[src/rtl/shmem_arb_pkg.sv]
package shmem_arb_pkg;
  // kind of memory cycle held in the output stage
  typedef enum logic [1:0] {
    XFER_IDLE = 2'd0,
    XFER_WR   = 2'd1,
    XFER_RD   = 2'd2
  } xfer_e;
endpackage

[src/rtl/shmem_addr_gen.sv]
module shmem_addr_gen #(
  parameter int AW = 16
) (
  input  logic          clk,
  input  logic          rst_n,
  input  logic          arm,
  input  logic [AW-1:0] arm_start,
  input  logic [AW-1:0] arm_end,
  input  logic          step,
  output logic [AW-1:0] cur,
  output logic          pending,
  output logic          last
);
  logic [AW-1:0] cur_q, cur_d, end_q, end_d;

  always_comb begin
    cur_d = cur_q;
    end_d = end_q;
    if (arm) begin
      cur_d = arm_start;
      end_d = arm_end;
    end else if (step) begin
      cur_d = cur_q + AW'(1);
    end
  end

  always_ff @(posedge clk or negedge rst_n) begin
    if (!rst_n) begin
      cur_q <= '0;
      end_q <= '0;
    end else begin
      cur_q <= cur_d;
      end_q <= end_d;
    end
  end

  assign cur     = cur_q;
  assign pending = (cur_q != end_q);
  assign last    = ((cur_q + AW'(1)) == end_q);

  // the arbiter must never serve a generator that has run out
  assert_step_in_range_R2: assert property (@(posedge clk) disable iff (!rst_n)
    step |-> pending);
endmodule

[src/rtl/shmem_rr_arb.sv]
module shmem_rr_arb #(
  parameter int N = 6
) (
  input  logic         clk,
  input  logic         rst_n,
  input  logic [N-1:0] req,
  input  logic         advance,
  output logic [N-1:0] gnt
);
  localparam int IW = (N > 1) ? $clog2(N) : 1;

  logic [IW-1:0] last_q, last_d, pick;
  logic          found;
  int            j;

  always_comb begin
    gnt   = '0;
    pick  = last_q;
    found = 1'b0;
    j     = 0;
    for (int k = 1; k <= N; k++) begin
      j = (int'(last_q) + k) % N;
      if (!found && req[j]) begin
        found  = 1'b1;
        gnt[j] = 1'b1;
        pick   = IW'(j);
      end
    end
  end

  always_comb begin
    last_d = last_q;
    if (advance && found) last_d = pick;
  end

  always_ff @(posedge clk or negedge rst_n) begin
    if (!rst_n) last_q <= IW'(N - 1);
    else        last_q <= last_d;
  end

  assert_grant_when_asked_R3: assert property (@(posedge clk) disable iff (!rst_n)
    (|req) |-> $onehot(gnt));
  assert_no_grant_idle_R3: assert property (@(posedge clk) disable iff (!rst_n)
    !(|req) |-> (gnt == '0));
endmodule

[src/rtl/shmem_peer_hs.sv]
module shmem_peer_hs #(
  parameter int CW = 8
) (
  input  logic          clk,
  input  logic          rst_n,
  input  logic          is_master,
  input  logic          occ_in,
  input  logic [CW-1:0] occ_len,
  input  logic          want,
  output logic          start,
  output logic          occ_out
);
  logic [CW-1:0] cnt_q, cnt_d;
  logic          idle;

  assign idle  = (cnt_q == '0);
  assign start = want && idle && !occ_in;

  always_comb begin
    cnt_d = cnt_q;
    if (start)      cnt_d = (occ_len == '0) ? '0 : occ_len - CW'(1);
    else if (!idle) cnt_d = cnt_q - CW'(1);
  end

  always_ff @(posedge clk or negedge rst_n) begin
    if (!rst_n) cnt_q <= '0;
    else        cnt_q <= cnt_d;
  end

  // master announces in the decision cycle, slave from the strobe cycle on
  assign occ_out = is_master ? (start || (cnt_q > CW'(1))) : !idle;

  assert_defer_on_peer_R8: assert property (@(posedge clk) disable iff (!rst_n)
    occ_in |-> !start);
endmodule

[src/rtl/shmem_dma_arb.sv]
module shmem_dma_arb
  import shmem_arb_pkg::*;
#(
  parameter int NCH = 3,
  parameter int AW  = 16,
  parameter int BW  = 8,
  parameter int CW  = 8,
  localparam int NREQ = 2 * NCH,
  localparam int SW   = $clog2(NREQ)
) (
  input  logic                 clk,
  input  logic                 rst_n,
  input  logic                 arm_en,
  input  logic [SW-1:0]        arm_sel,
  input  logic [AW-1:0]        arm_start,
  input  logic [AW-1:0]        arm_end,
  input  logic [NREQ-1:0]      req_rdy,
  input  logic [BW-1:0]        cs0_top,
  input  logic [CW-1:0]        occ_len,
  input  logic                 is_master,
  input  logic                 occ_in,
  output logic                 occ_out,
  output logic [AW-1:0]        mem_addr,
  output logic [1:0]           mem_cs_n,
  output logic                 mem_rd_n,
  output logic                 mem_wr_n,
  output logic [NREQ-1:0]      grant,
  output logic [NCH-1:0]       tx_done,
  output logic [NREQ*AW-1:0]   cur_addr
);
  logic [AW-1:0]   cur_v [NREQ];
  logic [NREQ-1:0] pending_v, last_v, arm_v, step_v, fin_v, active, gnt_c;
  logic            start, is_tx;
  logic [AW-1:0]   sel_addr;

  // per-requester address generators
  for (genvar i = 0; i < NREQ; i++) begin : g_gen
    assign arm_v[i] = arm_en && (arm_sel == SW'(i));
    shmem_addr_gen #(.AW(AW)) u_gen (
      .clk(clk), .rst_n(rst_n), .arm(arm_v[i]),
      .arm_start(arm_start), .arm_end(arm_end), .step(step_v[i]),
      .cur(cur_v[i]), .pending(pending_v[i]), .last(last_v[i])
    );
    assign cur_addr[i*AW +: AW] = cur_v[i];
    assign active[i] = req_rdy[i] && pending_v[i];
    assign step_v[i] = start && gnt_c[i];
    assign fin_v[i]  = step_v[i] && last_v[i];

    assert_finish_stops_R2: assert property (@(posedge clk) disable iff (!rst_n)
      (fin_v[i] && !arm_v[i]) |=> !pending_v[i]);
  end

  shmem_rr_arb #(.N(NREQ)) u_arb (
    .clk(clk), .rst_n(rst_n), .req(active), .advance(start), .gnt(gnt_c)
  );

  shmem_peer_hs #(.CW(CW)) u_hs (
    .clk(clk), .rst_n(rst_n), .is_master(is_master), .occ_in(occ_in),
    .occ_len(occ_len), .want(|active), .start(start), .occ_out(occ_out)
  );

  always_comb begin
    sel_addr = '0;
    for (int i = 0; i < NREQ; i++)
      if (gnt_c[i]) sel_addr = sel_addr | cur_v[i];
  end
  assign is_tx = |gnt_c[NREQ-1:NCH];

  // output stage: next state
  logic [AW-1:0]   addr_q, addr_d;
  logic [1:0]      cs_n_q, cs_n_d;
  xfer_e           xfer_q, xfer_d;
  logic [NREQ-1:0] gnt_q, gnt_d;
  logic [NCH-1:0]  done_q, done_d;

  always_comb begin
    addr_d = addr_q;
    cs_n_d = 2'b11;
    xfer_d = XFER_IDLE;
    gnt_d  = '0;
    done_d = '0;
    if (start) begin
      addr_d = sel_addr;
      cs_n_d = (sel_addr[AW-1 -: BW] <= cs0_top) ? 2'b10 : 2'b01;
      xfer_d = is_tx ? XFER_RD : XFER_WR;
      gnt_d  = gnt_c;
      done_d = fin_v[NREQ-1:NCH];
    end
  end

  always_ff @(posedge clk or negedge rst_n) begin
    if (!rst_n) begin
      addr_q <= '0;
      cs_n_q <= 2'b11;
      xfer_q <= XFER_IDLE;
      gnt_q  <= '0;
      done_q <= '0;
    end else begin
      addr_q <= addr_d;
      cs_n_q <= cs_n_d;
      xfer_q <= xfer_d;
      gnt_q  <= gnt_d;
      done_q <= done_d;
    end
  end

  assign mem_addr = addr_q;
  assign mem_cs_n = cs_n_q;
  assign mem_rd_n = (xfer_q != XFER_RD);
  assign mem_wr_n = (xfer_q != XFER_WR);
  assign grant    = gnt_q;
  assign tx_done  = done_q;

  logic strobe;
  assign strobe = !mem_rd_n || !mem_wr_n;

  assert_rw_exclusive_R4: assert property (@(posedge clk) disable iff (!rst_n)
    !(!mem_rd_n && !mem_wr_n));
  assert_one_bank_R5: assert property (@(posedge clk) disable iff (!rst_n)
    strobe |-> ($countones(~mem_cs_n) == 1));
  assert_bank_idle_R5: assert property (@(posedge clk) disable iff (!rst_n)
    !strobe |-> (mem_cs_n == 2'b11));
  assert_grant_onehot_R9: assert property (@(posedge clk) disable iff (!rst_n)
    strobe |-> $onehot(grant));
  assert_grant_idle_R9: assert property (@(posedge clk) disable iff (!rst_n)
    !strobe |-> (grant == '0));
  assert_done_on_read_R6: assert property (@(posedge clk) disable iff (!rst_n)
    (|tx_done) |-> !mem_rd_n);
  assert_slave_defer_R8: assert property (@(posedge clk) disable iff (!rst_n)
    (!is_master && occ_in) |=> !strobe);
  assert_occ_covers_R7: assert property (@(posedge clk) disable iff (!rst_n)
    (strobe && $stable(occ_len) && occ_len >= CW'(3)) |-> occ_out);
endmodule

[config.mk]
export PLATFORM = sky130hd
export DESIGN_NAME = shmem_dma_arb
export DESIGN_NICKNAME = d
export VERILOG_FILES = /design/src/rtl/shmem_arb_pkg.sv /design/src/rtl/shmem_addr_gen.sv /design/src/rtl/shmem_rr_arb.sv /design/src/rtl/shmem_peer_hs.sv /design/src/rtl/shmem_dma_arb.sv
export SDC_FILE = /design/constraint.sdc
export NUM_CORES = 1
export LEC_CHECK = 0
export BUFFER_PORTS_ARGS = -buffer_cell sky130_fd_sc_hd__clkbuf_2
export CAP_MARGIN = 10
export CORE_UTILIZATION = 54
export CTS_BUF_LIST = sky130_fd_sc_hd__clkbuf_16
export CTS_CLUSTER_SIZE = 10
export DETAILED_ROUTE_END_ITERATION = 16
export PLACE_DENSITY = 0.82
export SLEW_MARGIN = 25
export SYNTH_ARGS = -nofsm -noshare
export SYNTH_HDL_FRONTEND = slang
export SYNTH_SLANG_ARGS = --single-unit
[constraint.sdc]
create_clock -name clk -period 6.24 [get_ports clk]
set_input_delay 1.248 -clock clk [delete_from_list [all_inputs] [get_ports clk]]
set_output_delay 1.248 -clock clk [all_outputs]
set_load 0.01 [all_outputs]
==> impl_metrics.yaml, run 1 <==
cells_and_area:
  final_cell_mix: "254 x nand2_1, 227 x dfrtp_1, 186 x clkbuf_2, 163 x xnor2_1, 126 x nor2_1"
  fin_cells: 2324
  final_common_cell: "nand2_1"
  drive_gt1_share_pct: 20.3
  fillers: 2424
  utilization_pct: 63.8
  area_delta_synth_final_pct: 14.8
  nNetsFinal: 2033
power_and_ir_drop:
  intPower_uw: 4350
  power_frac_seq_pct: 29.4
  power_frac_clock_pct: 17.4
  p_switching_uw: 3880
  switching_share_pct: 47.2
  p_per_area_mw_per_mm2: 460
  vdd_drop_max_uv: 310
  p_leak_uw: 0.00768
  combPwrFrac_pct: 53.2
setup_path:
  cp_max_fo: 15
  cp.required_ns: 6.69
  worstSetupStartpointType: "flip-flop"
  cp.arrival_ns: 6.25
  crit_type: "reg2reg"
  path_delay_family: "compound AO/OA/AOI/OAI gates"
  cp-end-kind: "flip-flop"
  r2r-start: "u_arb.last_q[2]"
  slowest_delay_ns: 0.71
  critPathSlowestCell: "dfstp_4"
  cp-startpoint: "u_arb.last_q[2]"
  worstPathCellList: "inv_1 -> ha_1 -> a21oi_2 -> inv_1 -> ha_1 -> and3b_1 -> o21a_1 -> or3_1 -> mux2_2 -> o31a_1 -> and4_2 -> a31oi_1 -> nand2_1 -> buf_4 -> a22oi_1 -> nand3_1 -> ha_1 -> o21a_1 -> o21a_1 -> o21ai_0 -> a21oi_1 -> a211oi_1 -> o21ai_0"
  path_buf_inv: 3
placed_design:
  place_ws_ns: 0.139
  dp_cells: 2275
  hpwl_mm: 41.9
  io_buffers: 187
  gp_congestion: 0.979
global_route:
  grt_use_total_pct: 39.5
  grt_max_degree: 132
  grt_pass1_wl_mm: 86.1
  grt_pass1_vias: 13800
  grt_remaining_overflow: 0
  antenna_found_initial: 1
clocking:
  clk_path_buf_depth: 3
  cts.sinks: 232
  postCtsHoldBufs: 0
  root_buffer: "clkbuf_16"
  htree_levels: 1
  cts_tree: "done"
  clkLatencyLatePin_ns: 0.57
  clk_pin_slew_ns: 0.06
  cts_buffers: 28
detailed_routing:
  drt_wl_total_mm: 58.3
  drt_iter0_markers: 2010
  drc_errors: 0
  vias: 15100
  avgRoutedWirePerCell_um: 25.1
  firstDrtPassIters: 6
  postRouteAntennaNets: 0
  via_per_inst: 6.50
synthesis:
  synth_edf_count: 0
  synth_seq_cells: 232
  synthFlopType: "dfrtp_1"
  synth_top_area_cell: "dfrtp_1"
  synth_area_mm2: 0.0156
  synthArstFlopShare_pct: 100
  synth.net_count: 1863
  synth_cell_types: 93
  ys_seq_area_share_pct: 37.2
  yosys_warnings: 0
  yosysTopAreaCellShare_pct: 36.5
  syn-instance-count: 1762
  yosys-top-cells-area: "dfrtp_1 37%, xnor2_1 9.1%, nand2_1 6.2%, mux2_2 3.6%, ha_1 3.1%"
  synth.avg_cell_area_um2: 8.86
outcome:
  status: "completed"
sta:
  setup_viol: 0
  fin_crit_ns: 5.81
  finalHoldViolations: 0
  maxSlewHeadroom_pct: 28.0
  whs_ns: 0.495
  finalClockSkew_ns: 0.0251
  setup_ws_ns: 0.433
  tightest_slew_ns: 1.08
  finalMaxSlewViolations: 0
  timing.fmax_mhz: 172
  timing.final.crit_share_pct: 93.1
die:
  pin_count: 188
  design.die.area_mm2: 0.0296
  row_count: 61
  chipWidth_um: 172
  die_y_um: 172
  fp.coreArea_mm2: 0.0281
  floorplan.initialDensity_pct: 55.6
min_path:
  hp-class: "reg2reg"
  min-delay-start: "g_gen[0].u_gen.end_q[10]"
run:
  drv_cap: 0
registers in the layout, summed over array words and instances, names as in the netlist:
name / count
g_gen.u_gen.cur: 96
g_gen.u_gen.end_q: 96
mem_addr: 16
u_hs.cnt_q: 8
grant: 6
tx_done: 3
u_arb.last_q: 3
mem_cs_n: 2
xfer_q: 2
per-stage QoR:
step,total power [uW],area [um^2],setup TNS [ns]
global placement,6560,17100,0
floorplan,5140,15600,0
global route,8670,17900,-0.00567
CTS,8060,17800,0
finish,8240,17900,0
detailed placement,6620,17100,0
layout make-up:
class	instances	area, um^2	area share [%]
Timing Repair Buffer	246	1410	7.89
Multi-Input combinational cell	1373	9240	51.6
Clock inverter	14	83.8	0.468
Sequential cell	232	5820	32.4
Clock buffer	28	701	3.91
Antenna cell	2	5.00	0.0279
Tap cell	378	473	2.64
Inverter	51	191	1.07
path summary, 6_finish.rpt:
path | to | slack, ns | cells after the start
max in group asynchronous | g_gen[5].u_gen.end_q[10] | 4.33 | 2
setup / recovery | mem_cs_n[0] | 0.43 | 23
hold / removal | g_gen[0].u_gen.end_q[10] | 0.50 | 2
hold reg to reg | g_gen[0].u_gen.end_q[10] | 0.50 | 2
min in group asynchronous | grant[4] | 0.74 | 1
setup reg to reg | mem_cs_n[0] | 0.43 | 23
worst register-to-register path, stage by stage (launching register included):
cell	delay [ns]
dfstp_4	0.71
inv_1	0.08
ha_1	0.21
a21oi_2	0.24
inv_1	0.09
ha_1	0.34
and3b_1	0.21
o21a_1	0.20
or3_1	0.45
mux2_2	0.31
o31a_1	0.35
and4_2	0.31
a31oi_1	0.23
nand2_1	0.15
buf_4	0.22
a22oi_1	0.27
nand3_1	0.15
ha_1	0.31
o21a_1	0.12
o21a_1	0.17
o21ai_0	0.14
a21oi_1	0.08
a211oi_1	0.26
o21ai_0	0.12
cell usage after synthesis, types with 9 or more instances:
master	instances
nand2_1	256
dfrtp_1	228
xnor2_1	163
nor2_1	126
a21oi_1	80
clkbuf_1	78
nand3_1	77
o21ai_0	61
a211oi_1	52
inv_1	51
mux2_2	50
ha_1	39
a22oi_1	35
xor2_1	34
a31oi_1	32
and3_1	32
nand4_1	32
nor3_1	21
and2_1	20
buf_2	19
nand2b_1	18
nor4_1	14
mux2i_1	13
a21o_1	11
a2111oi_2	9
a221oi_1	9
nor2b_1	9
or3_1	9
timing repair:
item / in CTS / in global routing
setup endpoints to repair: 0 / 2
setup buffers: 0 / 5
resized for setup: 0 / 10
logic make-up (layout without fill, tap and decap cells):
family / after synthesis / after routing / share of synthesized area (%)
simple gates: 667 / 667 / 20.7
compound gates: 399 / 399 / 18.4
flops: 232 / 232 / 37.2
xor+xnor: 204 / 204 / 11.9
buf+inv: 157 / 339 / 4.12
mux: 64 / 64 / 4.58
fa+ha+maj: 39 / 39 / 3.13
other cells: 0 / 2 / 0
power groups by stage:
stage | clock, uW | combinational (uW) | sequential [uW]
after floorplan | 0 | 2920 | 2220
after global placement | 0 | 4170 | 2400
after detailed placement | 0 | 4210 | 2410
after CTS | 1440 | 4240 | 2390
after global routing | 1490 | 4740 | 2440
final | 1430 | 4380 | 2420
routing by layer:
metal	track usage (%)	routed length, um	vias up
met1	52.8	22800	7362
met3	9.04	6620	187
met2	59.7	25400	903
li1	-	-	6659
met5	0	0	-
met4	20.8	3560	0
Note: power is estimated with default switching activity, not from simulation.
==> run 2: changes to the inputs <==
--- a/config.mk
+++ b/config.mk
@@ -7,6 +7,7 @@
 export LEC_CHECK = 0
 export BUFFER_PORTS_ARGS = -buffer_cell sky130_fd_sc_hd__clkbuf_2
 export CAP_MARGIN = 10
+export CORE_ASPECT_RATIO = 0.6
 export CORE_UTILIZATION = 54
 export CTS_BUF_LIST = sky130_fd_sc_hd__clkbuf_16
 export CTS_CLUSTER_SIZE = 10
==> run 2 against run 1 <==
Effect of this change: final cell count shrank 0.52%; sequential cell count unchanged; setup slack lost 0.13 ns; maximum frequency down 2.2%; sequential power about the same.
==> impl_metrics.yaml, run 2 (synthesis results as in run 1) <==
sta:
  maxSlewHeadroom_pct: 39.2
  fin_crit_ns: 5.94
  finalHoldViolations: 0
  tns_ns: 0
  timing.final.crit_share_pct: 95.2
  finalMaxSlewViolations: 0
  tightest_slew_ns: 0.911
  setup_viol: 0
  setup_ws_ns: 0.300
  whs_ns: 0.496
  rsz0062_at_grt: "false"
  finalClockSkew_ns: 0.0214
  timing.fmax_mhz: 168
setup_path:
  worstSetupStartpointType: "flip-flop"
  cp.arrival_ns: 6.45
  cp-end-kind: "flip-flop"
  path_delay_family: "simple AND/OR/NAND/NOR gates"
  cp-startpoint: "u_arb.last_q[0]"
  cp_max_fo: 18
  crit_type: "reg2reg"
  timing.rr.end: "mem_cs_n[1]"
  slowest_delay_ns: 0.72
  worstPathCellList: "inv_1 -> ha_1 -> xor2_2 -> inv_1 -> ha_1 -> nand2b_1 -> nor3_2 -> or3_1 -> o311ai_2 -> nand2_2 -> buf_4 -> nor4b_2 -> a211oi_2 -> nand3_2 -> a22oi_1 -> nand3_1 -> ha_1 -> nor2b_1 -> o21a_1 -> o21a_1 -> o21ai_0 -> a21oi_1 -> a211oi_1 -> or3_1"
  path_buf_inv: 3
  rr_worst_depth: 24
  cp.required_ns: 6.75
  cp-endpoint: "mem_cs_n[1]"
  reg2reg_setup_slack_ns: 0.30
  critPathMostFrequentCell: "ha_1"
  r2r-start: "u_arb.last_q[0]"
  critPathSlowestCell: "dfstp_4"
  path_depth: 24
die:
  pin_count: 188
  design.die.area_mm2: 0.0296
  row_count: 47
  floorplan.initialDensity_pct: 55.8
  die_y_um: 134
  chipWidth_um: 222
  fp.coreArea_mm2: 0.0280
placed_design:
  hpwl_mm: 44.6
  gp_congestion: 1.03
  place_area_mm2: 0.0171
  place_ws_ns: 0.157
  io_buffers: 187
min_path:
  hp-class: "reg2reg"
  min-delay-start: "g_gen[0].u_gen.end_q[2]"
cells_and_area:
  area_delta_synth_final_pct: 14.7
  num_antenna_cells: 0
  fin_area_mm2: 0.0179
  final_cell_mix: "253 x nand2_1, 228 x dfrtp_1, 186 x clkbuf_2, 163 x xnor2_1, 126 x nor2_1"
  final_common_cell: "nand2_1"
  utilization_pct: 64.0
  nNetsFinal: 2035
  fillers: 2310
  drive_gt1_share_pct: 20.5
clocking:
  clk_path_buf_depth: 3
  clk_pin_slew_ns: 0.06
  cts_tree: "done"
  htree_levels: 1
  cts.repair.resized: 0
  cts_buffers: 27
  postCtsHoldBufs: 0
  cts_setup_buffers: 0
  cts.sinks: 232
  root_buffer: "clkbuf_16"
  clkLatencyLatePin_ns: 0.57
power_and_ir_drop:
  p_leak_uw: 0.00768
  p_switching_uw: 3970
  switching_share_pct: 47.9
  power_frac_clock_pct: 17.2
  vdd_drop_max_uv: 269
  intPower_uw: 4330
  power_frac_seq_pct: 29.0
  combPwrFrac_pct: 53.7
  p_per_area_mw_per_mm2: 463
global_route:
  grt_max_degree: 148
  antenna_found_initial: 5
  grt_remaining_overflow: 0
  grt_pass1_vias: 14300
  grt_use_total_pct: 40.8
  grt_pass1_wl_mm: 90.3
detailed_routing:
  avgRoutedWirePerCell_um: 26.4
  postRouteAntennaNets: 0
  firstDrtPassIters: 7
  drc_errors: 0
  vias: 15500
  via_per_inst: 6.70
  drt_iter0_markers: 2373
  drt_wl_total_mm: 61.1
outcome:
  status: "completed"
run:
  drv_cap: 0
run 2: metal layers:
layer	global-route usage [%]	vias up	wire [um]
met5	0	-	19
met4	16.6	2	2680
met3	13.7	166	9410
met2	54.1	1119	23600
met1	60.2	7536	25400
li1	-	6665	-
run 2: layout make-up:
cell class | instances | area [um^2] | share of cell area (%)
flip-flops and latches | 232 | 5820 | 32.5
well taps | 367 | 459 | 2.56
multi-input cells | 1373 | 9270 | 51.7
clock inverters | 13 | 65.1 | 0.363
repair buffers | 249 | 1440 | 8.02
clock buffers | 27 | 676 | 3.77
inverters | 51 | 191 | 1.07
run 2: power groups by stage:
stage / Combinational (uW) / Sequential [uW] / Clock (uW)
after CTS: 4270 / 2370 / 1430
after detailed placement: 4240 / 2390 / 0
final: 4460 / 2410 / 1430
after global placement: 4190 / 2380 / 0
after floorplan: 2920 / 2220 / 0
after global routing: 4750 / 2430 / 1490
run 2: per-stage QoR:
step,total power [uW],instances
global placement,6560,2272
CTS,8070,2312
detailed placement,6630,2272
global route,8660,2312
finish,8300,2312
floorplan,5140,1762
run 2: how the worst min path moves through the flow:
stage               slack, ns  cells after the start                  endpoint
CTS                      0.50                      2   g_gen[0].u_gen.end_q[6]
detailed placement       0.49                      2  g_gen[2].u_gen.end_q[15]
global placement         0.48                      2   g_gen[1].u_gen.end_q[7]
floorplan                0.47                      2  g_gen[0].u_gen.end_q[12]
global route             0.52                      2   g_gen[0].u_gen.end_q[2]
finish                   0.50                      2   g_gen[0].u_gen.end_q[2]
run 2: worst reg2reg max path: stages (launching register included):
cell,delay [ns]
dfstp_4,0.72
inv_1,0.20
ha_1,0.29
xor2_2,0.32
inv_1,0.16
ha_1,0.32
nand2b_1,0.14
nor3_2,0.06
or3_1,0.46
o311ai_2,0.35
nand2_2,0.23
buf_4,0.21
nor4b_2,0.16
a211oi_2,0.23
nand3_2,0.23
a22oi_1,0.25
nand3_1,0.14
ha_1,0.31
nor2b_1,0.14
o21a_1,0.16
o21a_1,0.16
o21ai_0,0.14
a21oi_1,0.09
a211oi_1,0.25
or3_1,0.15
